--- src/rtl/wkup_pkg.sv ---
package wkup_pkg;

  localparam int ADDR_W = 3;

  localparam logic [ADDR_W-1:0] A_ENABLE = 3'd0;
  localparam logic [ADDR_W-1:0] A_POLAR  = 3'd1;
  localparam logic [ADDR_W-1:0] A_SELECT = 3'd2;
  localparam logic [ADDR_W-1:0] A_STATUS = 3'd3;
  localparam logic [ADDR_W-1:0] A_CLEAR  = 3'd4;

  // Fold polarity into the sample so that a rising edge always means activity.
  function automatic logic polar_adjust(input logic raw, input logic falling);
    return raw ^ falling;
  endfunction

  // Activity is a 0 -> 1 step of the polarity-adjusted sample.
  function automatic logic step_up(input logic now_s, input logic before_s);
    return now_s & ~before_s;
  endfunction

endpackage

--- src/rtl/wkup_regs.sv ---
module wkup_regs
  import wkup_pkg::*;
#(
  parameter int LINES = 8,
  parameter int SEL_W = 2,
  localparam int DATA_W = LINES * SEL_W
) (
  input  logic              clk,
  input  logic              rst_n,
  input  logic              reg_wr,
  input  logic [ADDR_W-1:0] reg_addr,
  input  logic [DATA_W-1:0] reg_wdata,
  input  logic [LINES-1:0]  flags,
  output logic [LINES-1:0]  line_en,
  output logic [LINES-1:0]  line_pol,
  output logic [DATA_W-1:0] line_sel,
  output logic [LINES-1:0]  clr_pulse,
  output logic [DATA_W-1:0] reg_rdata
);

  logic wr_en_w, wr_pol_w, wr_sel_w, wr_clr_w;

  assign wr_en_w  = reg_wr && (reg_addr == A_ENABLE);
  assign wr_pol_w = reg_wr && (reg_addr == A_POLAR);
  assign wr_sel_w = reg_wr && (reg_addr == A_SELECT);
  assign wr_clr_w = reg_wr && (reg_addr == A_CLEAR);

  always_ff @(posedge clk or negedge rst_n) begin
    if (!rst_n) begin
      line_en  <= '0;
      line_pol <= '0;
      line_sel <= '0;
    end else begin
      if (wr_en_w)  line_en  <= reg_wdata[LINES-1:0];
      if (wr_pol_w) line_pol <= reg_wdata[LINES-1:0];
      if (wr_sel_w) line_sel <= reg_wdata;
    end
  end

  assign clr_pulse = wr_clr_w ? reg_wdata[LINES-1:0] : '0;

  always_comb begin
    reg_rdata = '0;
    case (reg_addr)
      A_ENABLE: reg_rdata[LINES-1:0] = line_en;
      A_POLAR:  reg_rdata[LINES-1:0] = line_pol;
      A_SELECT: reg_rdata            = line_sel;
      A_STATUS: reg_rdata[LINES-1:0] = flags;
      default:  reg_rdata            = '0;
    endcase
  end

  // a write aimed at the status or clear word leaves the control words alone
  a_r8_ctrl_untouched: assert property (@(posedge clk) disable iff (!rst_n)
    (reg_wr && (reg_addr == A_STATUS || reg_addr == A_CLEAR)) |=>
      ($stable(line_en) && $stable(line_pol) && $stable(line_sel)));

endmodule

--- src/rtl/wkup_line.sv ---
module wkup_line
  import wkup_pkg::*;
#(
  parameter int CANDS = 3,
  parameter int SEL_W = 2
) (
  input  logic             clk,
  input  logic             rst_n,
  input  logic [CANDS-1:0] cands,
  input  logic [SEL_W-1:0] sel,
  input  logic             pol,
  input  logic             en,
  input  logic             clr,
  output logic             flag_q,
  output logic             edge_hit,
  output logic             cfg_dirty
);

  logic             raw_pick;
  logic             adj_now;
  logic             adj_prev;
  logic [SEL_W-1:0] sel_seen;
  logic             pol_seen;

  // Codes at or above CANDS select the reserved, tied-low input.
  always_comb begin
    raw_pick = 1'b0;
    for (int k = 0; k < CANDS; k++) begin
      if (int'(sel) == k) raw_pick = cands[k];
    end
  end

  assign adj_now   = polar_adjust(raw_pick, pol);
  assign cfg_dirty = (sel != sel_seen) || (pol != pol_seen);
  assign edge_hit  = en && !cfg_dirty && step_up(adj_now, adj_prev);

  always_ff @(posedge clk or negedge rst_n) begin
    if (!rst_n) begin
      adj_prev <= 1'b0;
      sel_seen <= '0;
      pol_seen <= 1'b0;
      flag_q   <= 1'b0;
    end else begin
      adj_prev <= adj_now;
      sel_seen <= sel;
      pol_seen <= pol;
      flag_q   <= edge_hit | (flag_q & ~clr);
    end
  end

  // a configuration change alone never raises the flag
  a_r6_no_flag_on_reconfig: assert property (@(posedge clk) disable iff (!rst_n)
    (cfg_dirty && !flag_q) |=> !flag_q);

  // the flag holds until a clear arrives
  a_r5_flag_sticky: assert property (@(posedge clk) disable iff (!rst_n)
    (flag_q && !clr) |=> flag_q);

  // a clear without a coincident detection drops the flag
  a_r5_clear_drops: assert property (@(posedge clk) disable iff (!rst_n)
    (clr && !edge_hit) |=> !flag_q);

  // a flag only rises while the line was enabled
  a_r4_rise_needs_en: assert property (@(posedge clk) disable iff (!rst_n)
    $rose(flag_q) |-> $past(en));

endmodule

--- src/rtl/wkup_line_ctrl.sv ---
module wkup_line_ctrl
  import wkup_pkg::*;
#(
  parameter int LINES = 8,
  parameter int CANDS = 3,
  parameter int SEL_W = 2,
  localparam int NSRC   = LINES * CANDS,
  localparam int DATA_W = LINES * SEL_W
) (
  input  logic              clk,
  input  logic              rst_n,
  input  logic [NSRC-1:0]   src_in,
  input  logic              reg_wr,
  input  logic [ADDR_W-1:0] reg_addr,
  input  logic [DATA_W-1:0] reg_wdata,
  output logic [DATA_W-1:0] reg_rdata,
  output logic              wake_req
);

  logic [LINES-1:0]  line_en;
  logic [LINES-1:0]  line_pol;
  logic [DATA_W-1:0] line_sel;
  logic [LINES-1:0]  clr_pulse;
  logic [LINES-1:0]  flags;
  logic [LINES-1:0]  edge_hits;
  logic [LINES-1:0]  dirty;

  wkup_regs #(.LINES(LINES), .SEL_W(SEL_W)) u_regs (
    .clk       (clk),
    .rst_n     (rst_n),
    .reg_wr    (reg_wr),
    .reg_addr  (reg_addr),
    .reg_wdata (reg_wdata),
    .flags     (flags),
    .line_en   (line_en),
    .line_pol  (line_pol),
    .line_sel  (line_sel),
    .clr_pulse (clr_pulse),
    .reg_rdata (reg_rdata)
  );

  for (genvar n = 0; n < LINES; n++) begin : g_line
    logic [CANDS-1:0] cand_w;
    for (genvar k = 0; k < CANDS; k++) begin : g_cand
      assign cand_w[k] = src_in[n + k*LINES];
    end

    wkup_line #(.CANDS(CANDS), .SEL_W(SEL_W)) u_line (
      .clk       (clk),
      .rst_n     (rst_n),
      .cands     (cand_w),
      .sel       (line_sel[n*SEL_W +: SEL_W]),
      .pol       (line_pol[n]),
      .en        (line_en[n]),
      .clr       (clr_pulse[n]),
      .flag_q    (flags[n]),
      .edge_hit  (edge_hits[n]),
      .cfg_dirty (dirty[n])
    );
  end

  assign wake_req = |(flags & line_en);

  // a request after a clock edge needs an enabled flag that survived it
  a_r7_req_source: assert property (@(posedge clk) disable iff (!rst_n)
    (wake_req && !$past(reg_wr)) |-> ($past(|(edge_hits & line_en)) || $past(wake_req)));

  // the control and status state is quiet right after reset release
  a_r1_quiet_after_reset: assert property (@(posedge clk) disable iff (!rst_n)
    $rose(rst_n) |-> (flags == '0));

endmodule

--- config.mk ---
export PLATFORM = sky130hd
export DESIGN_NAME = wkup_line_ctrl
export DESIGN_NICKNAME = d
export VERILOG_FILES = /design/src/rtl/wkup_pkg.sv /design/src/rtl/wkup_regs.sv /design/src/rtl/wkup_line.sv /design/src/rtl/wkup_line_ctrl.sv
export SDC_FILE = /design/constraint.sdc
export NUM_CORES = 1
export LEC_CHECK = 0
export BUFFER_PORTS_ARGS = -buffer_cell sky130_fd_sc_hd__buf_2
export CORE_MARGIN = 2
export CORE_UTILIZATION = 50
export DETAILED_ROUTE_END_ITERATION = 10
export MAX_ROUTING_LAYER = met4
export PLACE_DENSITY_LB_ADDON = 0.12
export SLEW_MARGIN = 15
export SYNTH_ARGS = -nofsm -noshare
export SYNTH_HDL_FRONTEND = slang
export SYNTH_SLANG_ARGS = --single-unit
export TNS_END_PERCENT = 50
--- constraint.sdc ---
create_clock -name clk -period 1.21 [get_ports clk]
set_clock_uncertainty 0.1 [all_clocks]
set_input_delay 0.1815 -clock clk [delete_from_list [all_inputs] [get_ports clk]]
set_output_delay 0.1815 -clock clk [all_outputs]
set_load 0.03 [all_outputs]
### Yosys cells after proc, flatten, opt, wreduce, memory -nomap -nowiden

Cells that the tools add are included.

| storage, ports and cells | value |
|---|---|
| bits in registers | 72 |
| input bits | 46 |
| output and inout port bits | 17 |
| logic and storage cells | 193 |

| operators by class | value |
|---|---|
| equal/unequal tests | 36 |
| multiplexer cells | 27 |
| bitwise logic cells | 49 |
| reduce and logical (&&, ||, !) cells | 46 |

Operator list:

| operator | count |
|---|---|
| $eq A2 B2 Y1 const B | 16 |
| $pmux W8 S4 | 1 |
| $mux W1 | 24 |
| $logic_and A1 B1 Y1 | 20 |
| $and A1 B1 Y1 | 16 |
| $logic_not A2 Y1 | 8 |
| $mux W8 | 2 |
| $ne A2 B2 Y1 | 8 |
| $not A1 Y1 | 16 |
| $and A8 B8 Y8 | 1 |
| $logic_not A1 Y1 | 8 |
| $logic_or A1 B1 Y1 | 8 |
| $ne A1 B1 Y1 | 8 |
| $or A1 B1 Y1 | 8 |
| $reduce_or A8 Y1 | 1 |
| $xor A1 B1 Y1 | 8 |
| $eq A3 B2 Y1 const B | 2 |
| $eq A3 B1 Y1 const B | 1 |
| $eq A3 B3 Y1 const B | 1 |
| $logic_not A3 Y1 | 1 |

### Depth between registers and ports, before layout

| depth | value |
|---|---|
| word-level depth | 8 |
| mapped depth | 4 |
| gate-level depth less buffers | 3 |

### Modules after synthesis

From an unflattened synthesis, not the netlist that was laid out.

| second synthesis, totals | value |
|---|---|
| cells, all modules | 299 |
| area, all modules | 3,681.0 sq um |

By module, submodules not included:

| module | instances | cells each | area an instance (sq um) | sequential area each (sq um) |
|---|---|---|---|---|
| wkup_line | 8 | 22 | 256.5 | 125.1 |
| wkup_regs | 1 | 118 | 1,592.8 | 800.8 |
| wkup_line_ctrl | 1 | 5 | 36.3 | 0.0 |

### Worst setup path after synthesis

No wires, ideal clock.

| timing | value |
|---|---|
| kind | input port to output port |
| start | input reg_addr[0] |
| end | output reg_rdata[0] |
| data arrival time | 1.130 ns |
| required time | 0.928 ns |
| setup slack | -0.202 ns |
| stages on the path | 3 |
| path buffers | 1 |
| cells stage by stage | buf_4 > mux4_2 > nor2b_1 |

| on the way | value |
|---|---|
| word-level cells in the longest chain between the ends | 2 |
| elaborated cells between the ends (all ways) | 5 |
| those cells by class | 3 x eq/ne; 1 x mux; 1 x reduce/logical |

Ends and longest elaborated chain:

| what | RTL line | source |
|---|---|---|
| start, declared | wkup_line_ctrl.sv:14 | `input logic [ADDR_W-1:0] reg_addr,` |
| $eq A3 B2 Y1 (tied with other cells) | wkup_regs.sv:44 | `case (reg_addr)` |
| $pmux W8 S4 * | wkup_regs.sv:44 |  |
| end, declared | wkup_line_ctrl.sv:16 | `output logic [DATA_W-1:0] reg_rdata,` |

Every way passes the cells marked *; elsewhere a longest branch is shown, timed or not.

### Worst setup path in the final report

| timing | value |
|---|---|
| start | register u_regs.line_sel[4] |
| end | output reg_rdata[4] |

| on the way | value |
|---|---|
| word-level cells in the longest chain between the ends | 1 |

Ends and longest elaborated chain:

| what | RTL line | source |
|---|---|---|
| start, declared | wkup_regs.sv:16 | `output logic [DATA_W-1:0] line_sel,` |
| start signal, assigned | wkup_regs.sv:36 | `if (wr_sel_w) line_sel <= reg_wdata;` |
| $pmux W8 S4 | wkup_regs.sv:44 |  |

Every way passes these cells.

==> flow_metrics.py <==
metrics = {
    "worst_setup_path": {
        "ff2ff_setup_slack_ns": -0.29,
        "cp.required_ns": 0.93,
        "end_kind": "primary output",
        "crit_type": "flip-flop to primary output",
        "cp_max_fo": 2,
        "startpoint_type": "flip-flop",
        "cp.arrival_ns": 1.52,
    },
    "detailed_routing": {
        "first_pass_iters": 4,
        "detail_route.wl_per_cell_um": 18.1,
        "first_iter_violations": 134,
        "ant_nets": 0,
        "drt_wl_total_um": 9580,
        "vias": 2889,
        "drc_errors": 0,
        "routed_via_density": 5.45,
    },
    "floorplan": {
        "initial_core_util": 0.516,
        "dieHeight_um": 87.5,
        "die_w_um": 87.5,
        "io_pins": 63,
        "die-area_mm2": 0.00766,
        "num_rows": 30,
        "core_mm2": 0.00676,
    },
    "clocking": {
        "cts.sinks": 72,
        "cts-root-buf": "clkbuf_8",
        "clk_pin_slew_ns": 0.08,
        "clkLatencyLatePin_ns": 0.35,
        "cts_htree_levels": 3,
        "cts_tree": "done",
        "numCtsBuffers": 9,
        "clk_path_buf_depth": 2,
    },
    "timing": {
        "period_share": 1.49,
        "slew_headroom": 0.733,
        "whs_ns": 0.0280,
        "finalSetupViolations": 42,
        "rsz0062_at_grt": "yes",
        "worstMarginPinSlew_ns": 0.396,
        "setup_ws_ns": -0.589,
        "final_max_slew_viol_count": 0,
        "fin_crit_ns": 1.80,
        "hold_violations": 0,
        "max_freq_mhz": 556,
    },
    "run_status": {
        "violations": "negative setup slack",
        "run_status": "finished, violations left",
    },
    "final_layout": {
        "layout-drive-gt1-share": 0.616,
        "syn2layout_area_growth_pct": 61.7,
        "nets": 491,
        "final_cell_mix": "dfrtp_1, buf_4, buf_6, buf_2, mux2_2",
        "diodes": 0,
        "fillerInstances": 349,
        "utilization": 0.835,
        "finalInstanceArea_mm2": 0.00564,
        "layout_commonest_cell": "dfrtp_1",
    },
    "global_route": {
        "grt_overflow": 0,
        "grt_usage": 0.263,
        "grt_antenna_before_repair": 0,
        "grt_max_degree": 73,
        "grt_pass1_wl_um": 14600,
        "grt_pass1_vias": 2989,
    },
    "place": {
        "placed_area_mm2": 0.00450,
        "port_buffers": 62,
        "routabilityCongestion": 0.791,
        "hpwl_um": 5540,
    },
    "yosys": {
        "synthesis.nets": 318,
        "ys_seq_area_frac": 0.516,
        "avgSynthCellArea_um2": 12.8,
        "syn_area_mm2": 0.00349,
        "synth-seq-cells": 72,
        "postSynthCellCount": 272,
        "netlist-cell-type-count": 27,
        "yosys_warnings": 0,
    },
    "min_path": {
        "hold_class": "input pin to flip-flop",
    },
    "power": {
        "leakage_nw": 2.56,
        "ir_drop_v": 0.00133,
        "pwr_density_cell_mw_per_mm2": 1750,
    },
    "run": {
        "cap_violations": 0,
    },
}
-- logic make-up (layout without fill, tap and decap cells) --
family          Yosys count  in the layout  share of synthesized area
simple gates             86             86                      0.165
flops                    72             72                      0.516
xor+xnor                 24             24                     0.0603
mux                      48             48                      0.178
buf+inv                  14            192                     0.0204
compound gates           28             28                     0.0603
-- routing by layer --
| metal | share of wire | global-route usage | vias to the layer above |
|---|---|---|---|
| li1 | - | - | 1343 |
| met1 | 0.44 | 0.340 | 1459 |
| met2 | 0.51 | 0.421 | 66 |
| met3 | 0.035 | 0.0474 | 21 |
| met4 | 0.020 | 0.0881 | 0 |
| met5 | 0 | - | - |
-- worst paths after layout --
kind | startpoint | to | cells after the start
worst max-delay path | u_regs.line_sel[4] | reg_rdata[4] | 3
worst min-delay path | reg_wdata[3] | u_regs.line_sel[3] | 2
worst max register to register | u_regs.line_sel[4] | g_line[2].u_line.flag_q | 5
worst min register to register | u_regs.line_sel[5] | g_line[2].u_line.sel_seen[1] | 1
max in group asynchronous | rst_n | u_regs.line_sel[10] | 3
min in group asynchronous | rst_n | u_regs.line_sel[14] | 3
-- cells in the mapped netlist --
master,instances,area (um^2)
dfrtp_1,72,1800
nor2_1,8,30.0
o21ai_0,8,40.0
mux2_2,31,349
nor4b_4,1,23.8
nor3b_2,1,12.5
and2_1,8,50.1
o221ai_1,8,70.1
nand4_1,1,6.26
mux2i_1,8,80.1
xnor2_1,24,210
nand2b_1,16,100
nand4b_1,8,70.1
nand3b_1,8,60.1
nor3b_1,8,60.1
buf_6,1,11.3
buf_4,2,15.0
o41ai_1,8,70.1
nor2b_1,16,100
buf_2,3,15.0
mux2_1,1,11.3
nand4bb_1,1,11.3
nor4bb_1,2,20.0
mux4_2,8,180
nand2_1,8,30.0
a22oi_1,4,30.0
inv_1,8,30.0
-- cell type report --
type                       count  area [um^2]  area share
clock buffer                  10          128      0.0226
clock inverter                 6         83.8      0.0149
multi-input combinational    186         2060       0.366
tap                           80          100      0.0178
sequential                    72         1800       0.320
timing repair buffer         168         1430       0.254
inverter                       8         30.0     0.00533
-- through the flow --
step           instances  total power, mW  setup slack [ns]  TNS (ns)
2_1_floorplan        272             5.20            -0.114     -2.28
3_3_place_gp         475             6.39            -0.487    -20.77
3_5_place_dp         475             6.49            -0.526    -22.06
4_1_cts              524             9.43            -0.564     -8.43
5_1_grt              530             10.3            -0.606    -11.30
6_report             530             9.84            -0.589     -9.21
-- sequential cells by signal, indices dropped and copies added, names as in the netlist --
| signal | flops |
|---|---|
| g_line.u_line.adj_prev | 8 |
| g_line.u_line.flag_q | 8 |
| g_line.u_line.pol_seen | 8 |
| g_line.u_line.sel_seen | 16 |
| u_regs.line_en | 8 |
| u_regs.line_pol | 8 |
| u_regs.line_sel | 16 |
-- worst max-delay path: stages, from the launching register on --
cell	delay (ns)
dfrtp_1	0.40
mux4_2	0.48
nor2b_4	0.15
buf_6	0.13
-- repair_timing --
| item | 4_1_cts | 5_1_grt |
|---|---|---|
| buffers inserted | 22 | 5 |
| endpoints found under the hold margin | 80 | 1 |
| hold buffers | 9 | 1 |
| resized for setup | 116 | 24 |
| gates cloned | 2 | 0 |
| pin swaps | 20 | 17 |
| endpoints found under the setup margin | 65 | 52 |
-- power breakdown --
group          switching [mW]  internal (mW)
logic                    1.82           2.52
clock network           0.915           1.15
registers               0.376           3.05
Note: power is estimated with default switching activity, not from simulation.
